`src/rtl/fsq_pkg.sv`:
```
package fsq_pkg;

    localparam int WORD_W = 64;
    localparam int CTRL_OFS = 0;
    localparam int CMD_OFS = 8;
    localparam logic [7:0] OP_GET_STATE = 8'h10;
    localparam int FID_LSB = 40;
    localparam logic [7:0] STATUS_GOOD = 8'h40;
    localparam logic [WORD_W-1:0] RUN_WORD = 64'h0000_0000_0002_0001;
    localparam logic [WORD_W-1:0] CPL_WORD = 64'h0000_0000_0000_0040;

    typedef enum logic [2:0] {
        ERR_NONE    = 3'd0,
        ERR_FAULT   = 3'd1,
        ERR_OWN_TMO = 3'd2,
        ERR_RB_TMO  = 3'd3,
        ERR_STATUS  = 3'd4
    } err_e;

    typedef enum logic [1:0] {
        PK_FREE,
        PK_INBAND,
        PK_RUN
    } poll_e;

    typedef enum logic [2:0] {
        S_IDLE,
        S_POLL_RD,
        S_POLL_WAIT,
        S_WR_CMD,
        S_WR_RB,
        S_RD_CMD,
        S_WR_CPL,
        S_FIN
    } state_e;

    typedef struct packed {
        err_e err;
        logic locked;
        logic disabled;
    } result_t;

    function automatic result_t mk_err(input err_e e);
        result_t r;
        r.err = e;
        r.locked = 1'b0;
        r.disabled = 1'b0;
        return r;
    endfunction

    function automatic logic [WORD_W-1:0] make_cmd(input logic [23:0] fid);
        logic [WORD_W-1:0] w;
        w = {56'd0, OP_GET_STATE};
        w[FID_LSB +: 24] = fid;
        return w;
    endfunction

    function automatic logic poll_met(input poll_e k, input logic [WORD_W-1:0] w);
        case (k)
            PK_FREE:   return w[5:4] == 2'd0;
            PK_INBAND: return w[5:4] == 2'd1;
            default:   return !w[0];
        endcase
    endfunction

    function automatic logic status_ok(input logic [WORD_W-1:0] w);
        return w[15:8] == STATUS_GOOD;
    endfunction

    function automatic result_t decode(input logic [WORD_W-1:0] w);
        result_t r;
        r.err = ERR_NONE;
        r.locked = w[63];
        r.disabled = !w[32];
        return r;
    endfunction

endpackage

```
`src/rtl/fsq_poll_timer.sv`:
```
module fsq_poll_timer #(
    parameter int INTERVAL = 1_250_000,
    parameter int MAX_WAIT = 125_000_000
) (
    input  logic clk,
    input  logic rst,
    input  logic clr,
    input  logic run,
    input  logic ivl_load,
    output logic ivl_done,
    output logic expired
);
    localparam int EL_W = $clog2(MAX_WAIT + 2);
    localparam int IV_W = (INTERVAL > 1) ? $clog2(INTERVAL + 1) : 1;

    logic [EL_W-1:0] elapsed;
    logic [IV_W-1:0] ivl_cnt;

    assign expired = elapsed >= EL_W'(MAX_WAIT);
    assign ivl_done = ivl_cnt == '0;

    always_ff @(posedge clk) begin
        if (rst || clr) begin
            elapsed <= '0;
        end else if (run && !expired) begin
            elapsed <= elapsed + 1'b1;
        end
    end

    always_ff @(posedge clk) begin
        if (rst) begin
            ivl_cnt <= '0;
        end else if (ivl_load) begin
            ivl_cnt <= IV_W'(INTERVAL - 1);
        end else if (!ivl_done) begin
            ivl_cnt <= ivl_cnt - 1'b1;
        end
    end

    // once the wait budget is spent it stays spent until the loop restarts
    p_expire_sticky_r4: assert property (@(posedge clk) disable iff (rst)
        expired && !clr |=> expired);

endmodule

```
`src/rtl/fsq_sequencer.sv`:
```
module fsq_sequencer
    import fsq_pkg::*;
#(
    parameter int ADDR_W = 32,
    parameter int FID_W = 8
) (
    input  logic              clk,
    input  logic              rst,
    input  logic              start,
    input  logic [FID_W-1:0]  feature_id,
    input  logic              base_valid,
    input  logic [ADDR_W-1:0] base_addr,
    input  logic              tmr_expired,
    input  logic              ivl_done,
    output logic              tmr_clr,
    output logic              tmr_run,
    output logic              ivl_load,
    output logic              busy,
    output logic              done,
    output result_t           res,
    output logic              bus_req,
    output logic              bus_we,
    output logic [ADDR_W-1:0] bus_addr,
    output logic [WORD_W-1:0] bus_wdata,
    input  logic              bus_ack,
    input  logic [WORD_W-1:0] bus_rdata
);
    state_e            st;
    poll_e             kind;
    logic [FID_W-1:0]  fid_q;
    logic [ADDR_W-1:0] base_q;
    result_t           pend;
    result_t           res_q;

    assign busy = st != S_IDLE;
    assign done = st == S_FIN;
    assign res = res_q;

    assign tmr_clr  = (st == S_IDLE) || ((st == S_WR_CMD || st == S_WR_RB) && bus_ack);
    assign tmr_run  = (st == S_POLL_RD) || (st == S_POLL_WAIT);
    assign ivl_load = (st == S_POLL_RD) && bus_ack;

    always_comb begin
        bus_req   = 1'b0;
        bus_we    = 1'b0;
        bus_addr  = base_q + ADDR_W'(CTRL_OFS);
        bus_wdata = '0;
        case (st)
            S_POLL_RD: bus_req = 1'b1;
            S_WR_CMD: begin
                bus_req   = 1'b1;
                bus_we    = 1'b1;
                bus_addr  = base_q + ADDR_W'(CMD_OFS);
                bus_wdata = make_cmd(24'(fid_q));
            end
            S_WR_RB: begin
                bus_req   = 1'b1;
                bus_we    = 1'b1;
                bus_wdata = RUN_WORD;
            end
            S_RD_CMD: begin
                bus_req  = 1'b1;
                bus_addr = base_q + ADDR_W'(CMD_OFS);
            end
            S_WR_CPL: begin
                bus_req   = 1'b1;
                bus_we    = 1'b1;
                bus_wdata = CPL_WORD;
            end
            default: ;
        endcase
    end

    always_ff @(posedge clk) begin
        if (rst) begin
            st     <= S_IDLE;
            kind   <= PK_FREE;
            fid_q  <= '0;
            base_q <= '0;
            pend   <= mk_err(ERR_NONE);
            res_q  <= mk_err(ERR_NONE);
        end else begin
            case (st)
                S_IDLE: if (start) begin
                    fid_q  <= feature_id;
                    base_q <= base_addr;
                    kind   <= PK_FREE;
                    if (!base_valid) begin
                        res_q <= mk_err(ERR_FAULT);
                        st    <= S_FIN;
                    end else begin
                        st <= S_POLL_RD;
                    end
                end
                S_POLL_RD: if (bus_ack) begin
                    if (poll_met(kind, bus_rdata)) begin
                        case (kind)
                            PK_FREE:   st <= S_WR_CMD;
                            PK_INBAND: st <= S_WR_RB;
                            default: begin
                                if (status_ok(bus_rdata)) begin
                                    st <= S_RD_CMD;
                                end else begin
                                    pend <= mk_err(ERR_STATUS);
                                    st   <= S_WR_CPL;
                                end
                            end
                        endcase
                    end else if (tmr_expired) begin
                        if (kind == PK_RUN) begin
                            pend <= mk_err(ERR_RB_TMO);
                            st   <= S_WR_CPL;
                        end else begin
                            res_q <= mk_err(ERR_OWN_TMO);
                            st    <= S_FIN;
                        end
                    end else begin
                        st <= S_POLL_WAIT;
                    end
                end
                S_POLL_WAIT: if (ivl_done) st <= S_POLL_RD;
                S_WR_CMD: if (bus_ack) begin
                    kind <= PK_INBAND;
                    st   <= S_POLL_RD;
                end
                S_WR_RB: if (bus_ack) begin
                    kind <= PK_RUN;
                    st   <= S_POLL_RD;
                end
                S_RD_CMD: if (bus_ack) begin
                    pend <= decode(bus_rdata);
                    st   <= S_WR_CPL;
                end
                S_WR_CPL: if (bus_ack) begin
                    res_q <= pend;
                    st    <= S_FIN;
                end
                default: st <= S_IDLE;
            endcase
        end
    end

    p_req_hold_r2: assert property (@(posedge clk) disable iff (rst)
        bus_req && !bus_ack |=> bus_req && $stable(bus_we) && $stable(bus_addr) && $stable(bus_wdata));

    p_fault_nobus_r1: assert property (@(posedge clk) disable iff (rst)
        !busy && start && !base_valid |=> done && !bus_req && res_q.err == ERR_FAULT);

    p_done_pulse_r11: assert property (@(posedge clk) disable iff (rst)
        done |=> !done && !busy);

    p_result_hold_r11: assert property (@(posedge clk) disable iff (rst)
        !done |-> $stable(res_q));

    p_start_busy_r10: assert property (@(posedge clk) disable iff (rst)
        !busy && start |=> busy);

    p_owner_tmo_nowrite_r5: assert property (@(posedge clk) disable iff (rst)
        done && res_q.err == ERR_OWN_TMO |-> !$past(bus_we));

    p_cpl_last_r9: assert property (@(posedge clk) disable iff (rst)
        done && (res_q.err == ERR_NONE || res_q.err == ERR_RB_TMO || res_q.err == ERR_STATUS)
        |-> $past(bus_req && bus_ack && bus_we && bus_wdata == CPL_WORD));

endmodule

```
`src/rtl/fsq_query_engine.sv`:
```
module fsq_query_engine
    import fsq_pkg::*;
#(
    parameter int ADDR_W = 32,
    parameter int FID_W = 8,
    parameter int INTERVAL = 1_250_000,
    parameter int MAX_WAIT = 125_000_000
) (
    input  logic              clk,
    input  logic              rst,
    input  logic              start,
    input  logic [FID_W-1:0]  feature_id,
    input  logic              base_valid,
    input  logic [ADDR_W-1:0] base_addr,
    output logic              busy,
    output logic              done,
    output logic [2:0]        err_code,
    output logic              locked,
    output logic              disabled,
    output logic              bus_req,
    output logic              bus_we,
    output logic [ADDR_W-1:0] bus_addr,
    output logic [63:0]       bus_wdata,
    input  logic              bus_ack,
    input  logic [63:0]       bus_rdata
);
    logic    tmr_clr, tmr_run, ivl_load, ivl_done, tmr_expired;
    result_t res;

    fsq_poll_timer #(
        .INTERVAL (INTERVAL),
        .MAX_WAIT (MAX_WAIT)
    ) u_timer (
        .clk      (clk),
        .rst      (rst),
        .clr      (tmr_clr),
        .run      (tmr_run),
        .ivl_load (ivl_load),
        .ivl_done (ivl_done),
        .expired  (tmr_expired)
    );

    fsq_sequencer #(
        .ADDR_W (ADDR_W),
        .FID_W  (FID_W)
    ) u_seq (
        .clk         (clk),
        .rst         (rst),
        .start       (start),
        .feature_id  (feature_id),
        .base_valid  (base_valid),
        .base_addr   (base_addr),
        .tmr_expired (tmr_expired),
        .ivl_done    (ivl_done),
        .tmr_clr     (tmr_clr),
        .tmr_run     (tmr_run),
        .ivl_load    (ivl_load),
        .busy        (busy),
        .done        (done),
        .res         (res),
        .bus_req     (bus_req),
        .bus_we      (bus_we),
        .bus_addr    (bus_addr),
        .bus_wdata   (bus_wdata),
        .bus_ack     (bus_ack),
        .bus_rdata   (bus_rdata)
    );

    assign err_code = res.err;
    assign locked   = res.locked;
    assign disabled = res.disabled;

endmodule

```
`config.mk`:
```
export PLATFORM = sky130hd
export DESIGN_NAME = fsq_query_engine
export DESIGN_NICKNAME = d
export VERILOG_FILES = /design/src/rtl/fsq_pkg.sv /design/src/rtl/fsq_poll_timer.sv /design/src/rtl/fsq_sequencer.sv /design/src/rtl/fsq_query_engine.sv
export SDC_FILE = /design/constraint.sdc
export NUM_CORES = 1
export LEC_CHECK = 0
export ABC_AREA = 1
export CAP_MARGIN = 5
export CORE_AREA = 2 2 167 87
export DETAILED_ROUTE_END_ITERATION = 8
export DIE_AREA = 0 0 169 89
export HOLD_SLACK_MARGIN = 0.05
export PLACE_DENSITY_LB_ADDON = 0.05
export SYNTH_ARGS = -nofsm -noshare
export SYNTH_HDL_FRONTEND = slang
export SYNTH_HIERARCHICAL = 1
export SYNTH_SLANG_ARGS = --single-unit
```
`constraint.sdc`:
```
create_clock -name clk -period 3.2 [get_ports clk]
set_clock_uncertainty 0.15 [all_clocks]
set_input_delay 0.64 -clock clk [delete_from_list [all_inputs] [get_ports clk]]
set_output_delay 0.64 -clock clk [all_outputs]
set_load 0.01 [all_outputs]
```
After elaboration in Yosys (flattened, before gate mapping)
Index checks and enable logic that the tools add are counted.
{"block": "classes", "addsub": 3, "multipliers": 0, "div": 0, "n_lt_le_gt_ge": 1, "n_eq_ne": 28, "shift": 0, "mux": 43, "bitwise": 0, "n_reduce_logical": 29}
{"operator": "48-bit one-hot mux with 3 select lines", "count": 1}
{"operator": "5-bit two-way mux", "count": 14}
{"operator": "21-bit two-way mux", "count": 2}
{"operator": "32-bit by 4-bit adder with 32-bit output, second input constant", "count": 1}
{"operator": "32-bit two-way mux", "count": 1}
{"operator": "27-bit by 1-bit adder with 27-bit output, second input constant", "count": 1}
{"operator": "27-bit greater-or-equal comparator, second input constant", "count": 1}
{"operator": "3-bit two-way mux", "count": 9}
{"operator": "2-bit inequality test, second input constant", "count": 12}
{"operator": "21-bit zero test", "count": 1}
{"operator": "21-bit by 1-bit subtractor with 21-bit output, second input constant", "count": 1}
{"operator": "3-bit one-hot mux with 6 select lines", "count": 1}
{"operator": "5-bit one-hot mux with 3 select lines", "count": 1}
{"operator": "3-bit equality test, second input constant", "count": 4}
{"operator": "3-bit inequality test, second input constant", "count": 4}
{"operator": "5-bit one-hot mux with 2 select lines", "count": 1}
{"operator": "3-bit nonzero test", "count": 3}
{"operator": "8-bit by 7-bit equality test with 1-bit output, second input constant", "count": 1}
{"operator": "2-bit two-way mux", "count": 4}
{"operator": "8-bit AND reduction", "count": 1}
{"operator": "2-bit OR reduction", "count": 4}
{"operator": "7-bit AND reduction", "count": 1}
{"operator": "3-bit by 2-bit equality test with 1-bit output, second input constant", "count": 2}
{"operator": "1-bit two-way mux", "count": 6}
{"operator": "other kinds (18)", "count": 27}
{"block": "totals", "ff_bits": 103, "latchBits": 0, "mem_bits_rw": 0, "mem_bits_ro": 0, "out_inout_bits": 105, "elab_cells": 117, "memories": 0}

Depth between registers and ports, before layout
Gate-level depths: netlist of run 1.
{"block": "logic_depth", "depth_word": 8, "mapped_depth": 15, "ltp_nobuf": 15}

By module
Netlist of run 1, hierarchy kept.
{"module": "fsq_sequencer", "instances": 1, "cells_each": 569, "area_per_inst_um2": 3701.0, "seq_area_each_um2": 1081.0}
{"module": "fsq_poll_timer", "instances": 1, "cells_each": 483, "area_per_inst_um2": 3100.5, "seq_area_each_um2": 960.9}

Worst setup path before layout of run 1
OpenSTA, ideal clock, no wires.
{"block": "synth_path", "kind": "register to output", "start": "register u_seq.base_q[3]", "end": "output port bus_addr[27]", "arrival_time_ps": 1531, "t_required_ps": 2410, "path_slack_ps": 879, "stages_incl_launch_ff": 10, "n_path_buf": 0, "path_cell_list": "dfxtp_1 > ha_1 > nand3_1 > nor2_1 > nand2_4 > nor2_4 > nand2_4 > nor2_4 > nand2_1 > xor2_1"}
{"block": "synth_via", "elab_chain_cells": 2}
{"item": "start, declared", "line_no": "fsq_sequencer.sv:31", "rtl": "logic [ADDR_W-1:0] base_q;"}
{"item": "start signal, assigned", "line_no": "fsq_sequencer.sv:86", "rtl": "base_q <= base_addr;"}
{"item": "32-bit by 4-bit adder with 32-bit output", "line_no": "fsq_sequencer.sv:53, fsq_sequencer.sv:63"}
{"item": "32-bit two-way mux"}
{"item": "end, declared", "line_no": "fsq_query_engine.sv:22", "rtl": "output logic [ADDR_W-1:0] bus_addr,"}
Every way passes these cells.

Worst setup path in the final report of run 1
{"block": "layout_path", "start": "register u_seq.st[0]", "end": "output port bus_addr[10]"}
{"block": "layout_via", "elab_chain_cells": 3, "word_cells_on_any_way": 4, "classes_between": "eq/ne: 2; mux: 1; reduce/logical: 1"}
{"item": "start, declared", "line_no": "fsq_sequencer.sv:28", "rtl": "state_e st;"}
{"item": "start signal, assigned", "line_no": "fsq_sequencer.sv:76", "rtl": "st <= S_IDLE;"}
{"item": "start signal, assigned", "line_no": "fsq_sequencer.sv:90", "rtl": "st <= S_FIN;"}
{"item": "start signal, assigned", "line_no": "fsq_sequencer.sv:92", "rtl": "st <= S_POLL_RD;"}
{"item": "3-bit equality test or 3-bit by 2-bit equality test with 1-bit output (tied branches)", "line_no": "fsq_sequencer.sv:48", "rtl": "case (st)"}
{"item": "2-bit OR reduction (no source line) *"}
{"item": "32-bit two-way mux *"}
Mark *: on every way between the ends. The rest lies on a longest branch, timed or not.

==> metrics.log, run 1 <==
INFO  metric cts_sinks = ~100
INFO  metric ctsRootBufferMaster = sky130_fd_sc_hd__clkbuf_16
INFO  metric routed_wirelength_normalized_by_instance_count = 12.92 microns
INFO  metric post_route_drc_violation_count = 0
INFO  metric leakage_power = 0.003540 uW
INFO  metric post-synth-top-count-cell = sky130_fd_sc_hd__nand2_1
INFO  metric pwr-share-seq = 0.310
INFO  metric hold_violations = 0
INFO  metric fin_nets = roughly 1300
INFO  metric pin_count_of_the_biggest_net_entering_global_routing = 69
INFO  metric synth.yosys.warnings = 6
INFO  metric crit_path_start = u_seq/st[0]
INFO  metric min-delay-start = u_seq/fid_q[1]
INFO  metric post_drt_via_cell_ratio = 4.966
INFO  metric post-route-util = 0.6137
INFO  metric final_critical_path_setup_slack = between 0.06 and 0.07 ns
INFO  metric max_slew_margin = 0.5764
INFO  metric final_min_period_over_clock_period = 0.9786
INFO  metric power_switching = 2640 uW
INFO  metric top_level_ports = 214
INFO  metric detailed_place.area = between 7000 and 8000 sq um
INFO  metric antenna_violations_before_repair = 0
INFO  metric number_of_levels_in_the_clock_h_tree = 3
INFO  metric overflow_left_after_global_routing = 0
INFO  metric synthArstFlopShare = 0
INFO  metric avgSynthCellArea = approximately 6.5 sq um
INFO  metric setup.reg_to_reg.worst_slack = slightly below 1 ns
INFO  metric post_synthesis_instance_area = roughly 7000 sq um
INFO  metric worst_pin_slew = around 0.63 ns
INFO  metric floorplan.rows = 30
INFO  metric area_share_of_the_leading_cell_type_in_the_synthesized_netlist = 0.3002
INFO  metric final.setup.tns = 0 ns
INFO  metric ys_ff_latch = between 100 and 150
INFO  metric place_congestion = approximately 1
INFO  metric cts_buffer_depth = 2
INFO  metric dieWidth = ~170 microns
INFO  metric floorplan.initialDensity = 0.5061
INFO  metric route.vias.total = roughly 6600
INFO  metric start_kind = flip-flop
INFO  metric cp_endpoint_kind = output port
INFO  metric cellPowerDensity = ~740 nW/um^2
INFO  metric worst_r2r_path_depth = 8
INFO  metric worst-setup-path-type = reg -> out
INFO  metric crit_chain = inv_2 > nor2_4 > nand2_4 > nand2_8 > nand2_1 > nor3_2 > xor2_1 > clkdlybuf4s50_1
INFO  metric crit_family = simple AND/OR/NAND/NOR gates
INFO  metric crit_cells = 8
INFO  metric critical_path.max_stage_delay = 0.58 ns
INFO  metric detailedRoute.firstIterationViolations = between 200 and 300
INFO  metric placeableCoreArea = 13440 sq um
INFO  metric outcome = finished, final reports clean
INFO  metric yosysSeqAreaShare = 0.3002
INFO  metric vdd_drop_max = between 300 and 400 uV
INFO  metric die_area = 15040 sq um
INFO  metric fmax_achieved = about 320 MHz
INFO  metric cell_count_after_synthesis = roughly 1100
INFO  metric setup-violations-final = 0
INFO  metric synth_top_cells_by_area = sky130_fd_sc_hd__dfxtp_1, sky130_fd_sc_hd__nand2_1, sky130_fd_sc_hd__nor2_1
INFO  metric worstHoldPathCells = 2
INFO  metric timing.rr.start = u_seq/st[2]
INFO  metric p_total = 6089 uW
INFO  metric cts.hold.buffers_added = 0
INFO  metric worst_skew_pair.late_latency = approximately 0.34 ns
INFO  metric grt_first_pass_wirelength = around 27000 microns
INFO  metric syn_to_final_growth = 21.25%
INFO  metric antenna_violating_nets_post_route = 0
INFO  metric synth-edff-count = 0
INFO  metric power.combinational.fraction = 0.494
INFO  metric timing.critical_path.required = 2.41 ns
INFO  metric routed_wl = 17220 microns
INFO  metric cap_viol_max_count = 0
INFO  metric insertedDiodeCount = 0
INFO  metric aggregate_global_route_resource_usage = 0.2236
INFO  metric critPathSlowestCell = sky130_fd_sc_hd__clkdlybuf4s50_1
INFO  metric switching_share = 0.4336
INFO  metric min_period = between 3 and 4 ns
INFO  metric number_of_global_route_vias_before_repair = a little under 6000
INFO  metric dp_hpwl = between 10000 and 15000 microns
INFO  metric power.clock.fraction = 0.197
INFO  metric cp.arrival = 2.34 ns
INFO  metric first_pass_iters = 5
INFO  metric die_height = just under 90 microns
INFO  metric worst-path-buf-inv = 2
INFO  metric place_ws = 0.1613 ns
INFO  metric crit_fanout = 9
INFO  metric synth-main-ff-cell = sky130_fd_sc_hd__dfxtp_1
INFO  metric ys_types = between 40 and 50
INFO  metric drive_above_1_share = 0.09689
INFO  metric clk_pin_slew = 0.06 ns
INFO  metric port_buffers = 110
INFO  metric finish.instance_area = 8247 sq um
INFO  metric rsz0062_at_grt = no
INFO  metric synth.largest_area_cell = sky130_fd_sc_hd__dfxtp_1
INFO  metric cts_tree = built
INFO  metric final-max-slew-violation-count = 0
INFO  metric synth_top_cells_by_count = sky130_fd_sc_hd__nand2_1, sky130_fd_sc_hd__nor2_1, sky130_fd_sc_hd__inv_1
INFO  metric intPower = 3449 uW
INFO  metric holdCritPathClass = reg -> reg
INFO  metric cts_buffers = 9
[cell type report]
type / count / area, sq um
multi-input combinational: 803 / 4040
inverter: 115 / 431.7
tap: 176 / 220.2
sequential: 102 / 2046
fill: 1263 / 5191
clock buffer: 11 / 242.7
timing repair buffer: 120 / 1185
clock inverter: 5 / 81.33
[power by group through the flow]
| stage | Combinational [uW] | Sequential [uW] | Clock (uW) |
|---|---|---|---|
| after CTS | 2960 | 1870 | 1230 |
| after global routing | 3370 | 1920 | 1270 |
| final | 3010 | 1880 | 1200 |
| after floorplan | 2240 | 1830 | 0 |
| after detailed placement | 2950 | 1900 | 0 |
| after global placement | 2910 | 1890 | 0 |
[cell usage in the layout, fill, tap and decap left out, types with 2 or more instances in the layout]
master                            instances
sky130_fd_sc_hd__a211oi_1                 2
sky130_fd_sc_hd__a21oi_1                 70
sky130_fd_sc_hd__a21oi_2                 16
sky130_fd_sc_hd__buf_4                   10
sky130_fd_sc_hd__bufinv_16                2
sky130_fd_sc_hd__clkbuf_16                9
sky130_fd_sc_hd__clkdlybuf4s50_1        102
sky130_fd_sc_hd__clkinv_1                 3
sky130_fd_sc_hd__conb_1                  52
sky130_fd_sc_hd__dfxtp_1                 99
sky130_fd_sc_hd__dfxtp_2                  3
sky130_fd_sc_hd__dlygate4sd2_1            3
sky130_fd_sc_hd__dlymetal6s2s_1           5
sky130_fd_sc_hd__ha_1                     5
sky130_fd_sc_hd__inv_1                  104
sky130_fd_sc_hd__inv_2                    8
sky130_fd_sc_hd__nand2_1                279
sky130_fd_sc_hd__nand2_2                 16
sky130_fd_sc_hd__nand2_4                  4
sky130_fd_sc_hd__nand3_1                 46
sky130_fd_sc_hd__nand3_2                  4
sky130_fd_sc_hd__nand3_4                  2
sky130_fd_sc_hd__nand3b_1                 9
sky130_fd_sc_hd__nand4_1                 16
sky130_fd_sc_hd__nor2_1                 143
sky130_fd_sc_hd__nor2_2                   8
sky130_fd_sc_hd__nor2_4                   6
sky130_fd_sc_hd__nor3_1                  11
sky130_fd_sc_hd__nor3_2                   5
sky130_fd_sc_hd__nor3_4                   2
sky130_fd_sc_hd__o21ai_0                 36
sky130_fd_sc_hd__o21ai_1                  6
sky130_fd_sc_hd__or2_2                    6
sky130_fd_sc_hd__xnor2_1                 10
sky130_fd_sc_hd__xor2_1                  37
[cells by family (layout without fill, tap and decap cells)]
logic type / after synthesis / in the layout / synth area share
buffers and inverters: 198 / 251 / 0.1461
other: 1 / 52 / 0.0005513
xor gates and xnor gates: 47 / 47 / 0.06052
DFF: 102 / 102 / 0.3002
AOI/OAI and AO/OA: 132 / 132 / 0.1072
adders and majority gates: 5 / 5 / 0.009198
and+or+nand+nor: 567 / 567 / 0.3762
[timing repair]
action / CTS / global route
pin swaps: 1 / 4
cloned: 0 / 0
setup buffers: 0 / 4
endpoints found under the setup margin: 17 / 15
resized for setup: 9 / 17
[routing by layer]
layer	global-route usage	up-vias	wire length (microns)
li1	-	3391	-
met1	0.2825	2994	8030
met2	0.3964	203	7947
met3	0.04161	27	913
met4	0.06915	0	325
met5	0	-	0
[sequential cells by signal, indices dropped and copies added (netlist names)]
register	flops
u_seq/base_q	32
u_timer/elapsed	27
u_timer/ivl_cnt	21
u_seq/fid_q	8
u_seq/res	5
u_seq/pend	4
u_seq/st	3
u_seq/kind	2
[final timing paths]
kind,to
worst max register to register,u_timer/elapsed[13]
worst min-delay path,u_seq/fid_q[1]
worst min register to register,u_seq/fid_q[1]
worst max-delay path,bus_addr[10]
[worst min-delay path: stages (launching register included)]
cell,delay [ns]
sky130_fd_sc_hd__dfxtp_1,0.30
sky130_fd_sc_hd__inv_1,0.06
sky130_fd_sc_hd__a21oi_1,0.05
[through the flow]
stage | cells | hold slack [ns]
3_5_place_dp | 1312 | 0.2945
3_3_place_gp | 1312 | 0.2895
6_report | 1332 | 0.3008
5_1_grt | 1332 | 0.3204
4_1_cts | 1328 | 0.3043
2_1_floorplan | 1103 | 0.2800
Note: power is estimated with default switching activity, not from simulation.
==> run 2, diff against run 1 <==
Settings changed: TNS_END_PERCENT from default to 1.
==> run 2 against run 1 <==
Against the previous run: setup slack improved by 0.0020 ns; final area shrank 0.39%; largest power group unchanged; critical path type unchanged; wire length shrank 0.44%; via count shrank 0.27%; clock power about the same; sequential share of layout area rose by 0.11 points; power down 0.20%; critical path depth stayed put; utilization is 0.24 points lower; first-iteration DRC count is 15% higher; die area unchanged.
==> metrics.log, run 2 (synthesis gave the netlist of run 1 again) <==
INFO  metric detailed_place.area = 7800 sq um
INFO  metric holdCritPathClass = reg -> reg
INFO  metric power.clock.fraction = 0.197
INFO  metric crit_fanout = 15
INFO  metric cts_buffer_depth = 2
INFO  metric outcome = finished, final reports clean
INFO  metric overflow_left_after_global_routing = 0
INFO  metric finish.instance_area = 8214 sq um
INFO  metric cts_sinks = between 100 and 150
INFO  metric placeableCoreArea = 13440 sq um
INFO  metric hold_violations = 0
INFO  metric min-delay-start = u_seq/fid_q[1]
INFO  metric timing.hold.worst_endpoint = u_seq/fid_q[1]
INFO  metric worstHoldPathCells = 2
INFO  metric power_switching = around 2600 uW
INFO  metric crit_chain = inv_2 > nor2_4 > nand2_4 > nand2_8 > nand2_1 > nor3_2 > xor2_1 > clkdlybuf4s50_1
INFO  metric cellPowerDensity = between 700 and 800 nW/um^2
INFO  metric post-route-util = 0.6113
INFO  metric critPathSlowestCell = sky130_fd_sc_hd__clkdlybuf4s50_1
INFO  metric post_route_drc_violation_count = 0
INFO  metric aggregate_global_route_resource_usage = 0.2236
INFO  metric largestRegisters = u_seq/base_q x32, u_timer/elapsed x27, u_timer/ivl_cnt x21
INFO  metric worst_r2r_path_depth = 7
INFO  metric switching_share = 0.4333
INFO  metric cp_endpoint_kind = output port
INFO  metric place_congestion = roughly 1
INFO  metric route.vias.total = approximately 6600
INFO  metric leakage_power = 0.003498 uW
INFO  metric final.setup.tns = 0 ns
INFO  metric die_area = 15040 sq um
INFO  metric detailedRoute.firstIterationViolations = roughly 320
INFO  metric number_of_levels_in_the_clock_h_tree = 3
INFO  metric critical_path.max_stage_delay = roughly 0.58 ns
INFO  metric insertedDiodeCount = 0
INFO  metric grt_first_pass_wirelength = roughly 27000 microns
INFO  metric most_common_cell_after_layout_fill_and_taps_aside = sky130_fd_sc_hd__nand2_1
INFO  metric die_height = around 89 microns
INFO  metric fin_nets = approximately 1300
INFO  metric vdd_drop_max = approximately 320 uV
INFO  metric setup-violations-final = 0
INFO  metric cts_tree = built
INFO  metric port_buffers = 110
INFO  metric number_of_global_route_vias_before_repair = slightly below 6000
INFO  metric pwr-share-seq = 0.310
INFO  metric worst_skew_pair.late_latency = 0.34 ns
INFO  metric syn_to_final_growth = 20.77%
INFO  metric worst-setup-path-type = reg -> out
INFO  metric met3RoutedLength = about 900 microns
INFO  metric final.hold.worst_slack = roughly 0.30 ns
INFO  metric dieWidth = approximately 170 microns
INFO  metric layout.cells.non_filler = approximately 1300
INFO  metric worst_pin_slew = approximately 0.63 ns
INFO  metric max_slew_margin = 0.5761
INFO  metric number_of_placed_cells_counting_well_taps = roughly 1300
INFO  metric dp_hpwl = roughly 13000 microns
INFO  metric drive_above_1_share = 0.09445
INFO  metric post_drt_via_cell_ratio = 4.960
INFO  metric antenna_violations_before_repair = 0
INFO  metric start_kind = flip-flop
INFO  metric met1_length = roughly 8100 microns
INFO  metric routed_wirelength_normalized_by_instance_count = 12.89 microns
INFO  metric final_min_period_over_clock_period = 0.9780
INFO  metric regMostFlops = u_seq/base_q
INFO  metric top_signal_layer_used = met4
INFO  metric top_level_ports = approximately 210
INFO  metric min_period = roughly 3.1 ns
INFO  metric fmax_achieved = roughly 320 MHz
INFO  metric cp.arrival = roughly 2.3 ns
INFO  metric timing.rr.start = u_seq/st[1]
INFO  metric final-max-slew-violation-count = 0
INFO  metric power.combinational.fraction = 0.492
INFO  metric floorplan.rows = 30
INFO  metric routed_wl = 17140 microns
INFO  metric first_pass_iters = 5
INFO  metric regToRegEndpoint = u_timer/elapsed[13]
INFO  metric setup.reg_to_reg.worst_slack = 1.00 ns
INFO  metric cts_buffers = 9
INFO  metric ctsRootBufferMaster = sky130_fd_sc_hd__clkbuf_16
INFO  metric antenna_violating_nets_post_route = 0
INFO  metric clk_pin_slew = 0.06 ns
INFO  metric floorplan.initialDensity = 0.5061
INFO  metric route.met2.wl = 7876 microns
INFO  metric timing.critical_path.required = between 2 and 2.5 ns
INFO  metric max_reg_flops = 32
INFO  metric pin_count_of_the_biggest_net_entering_global_routing = 69
INFO  metric cap_viol_max_count = 0
INFO  metric rsz0062_at_grt = yes
INFO  metric most-common-layout-cells = sky130_fd_sc_hd__nand2_1, sky130_fd_sc_hd__nor2_1, sky130_fd_sc_hd__inv_1
INFO  metric cts.hold.buffers_added = 0
INFO  metric intPower = 3444 uW
[run 2: power groups by stage]
stage               combinational, uW  clock, uW  sequential [uW]
detailed placement               2950          0             1900
global placement                 2910          0             1890
global route                     3360       1270             1920
CTS                              2960       1230             1870
floorplan                        2240          0             1830
finish                           2990       1200             1890
[run 2: per-stage QoR]
stage	setup slack (ns)	power (uW)
2_1_floorplan	0.8790	4064
3_3_place_gp	0.2076	4805
3_5_place_dp	0.1613	4850
4_1_cts	0.004490	6071
5_1_grt	-0.08578	6558
6_report	0.07045	6077
[run 2: worst max path at each step]
stage	startpoint	endpoint	depth (start not counted)	slack [ns]
6_report	u_seq/st[0]	bus_addr[10]	8	0.07
5_1_grt	u_seq/st[0]	bus_addr[26]	10	-0.09
4_1_cts	u_seq/base_q[3]	bus_addr[17]	9	0.004
3_5_place_dp	u_seq/st[0]	bus_addr[21]	10	0.16
3_3_place_gp	u_seq/st[0]	bus_addr[21]	10	0.21
2_1_floorplan	u_seq/base_q[3]	bus_addr[27]	9	0.88
[run 2: layout make-up]
| class | count | area [sq um] |
|---|---|---|
| inverters | 115 | 431.7 |
| flip-flops and latches | 102 | 2047 |
| repair buffers | 118 | 1167 |
| fillers | 1272 | 5224 |
| clock buffers | 11 | 242.7 |
| well taps | 176 | 220.2 |
| clock inverters | 5 | 81.33 |
| multi-input cells | 803 | 4024 |
[run 2: worst max-delay path, delay by kind of cell, from the launching register on]
kind / cells / cell delay, ns
AND/OR/NAND/NOR: 5 / 0.68
flip-flops: 1 / 0.39
buffers and inverters: 2 / 0.68
XOR/XNOR: 1 / 0.25
[run 2: timing repair]
| action | in CTS | in global routing |
|---|---|---|
| hold endpoints to repair | 0 | 0 |
| setup buffers | 0 | 2 |
| cloned | 0 | 0 |
| endpoints found under the setup margin | 17 | 15 |
| pin swaps | 1 | 2 |
| gates resized for setup | 9 | 14 |
[run 2: routing by layer]
| layer | vias up | track usage |
|---|---|---|
| li1 | 3387 | - |
| met2 | 211 | 0.3964 |
| met5 | - | 0 |
| met3 | 25 | 0.04161 |
| met4 | 0 | 0.06915 |
| met1 | 2974 | 0.2825 |
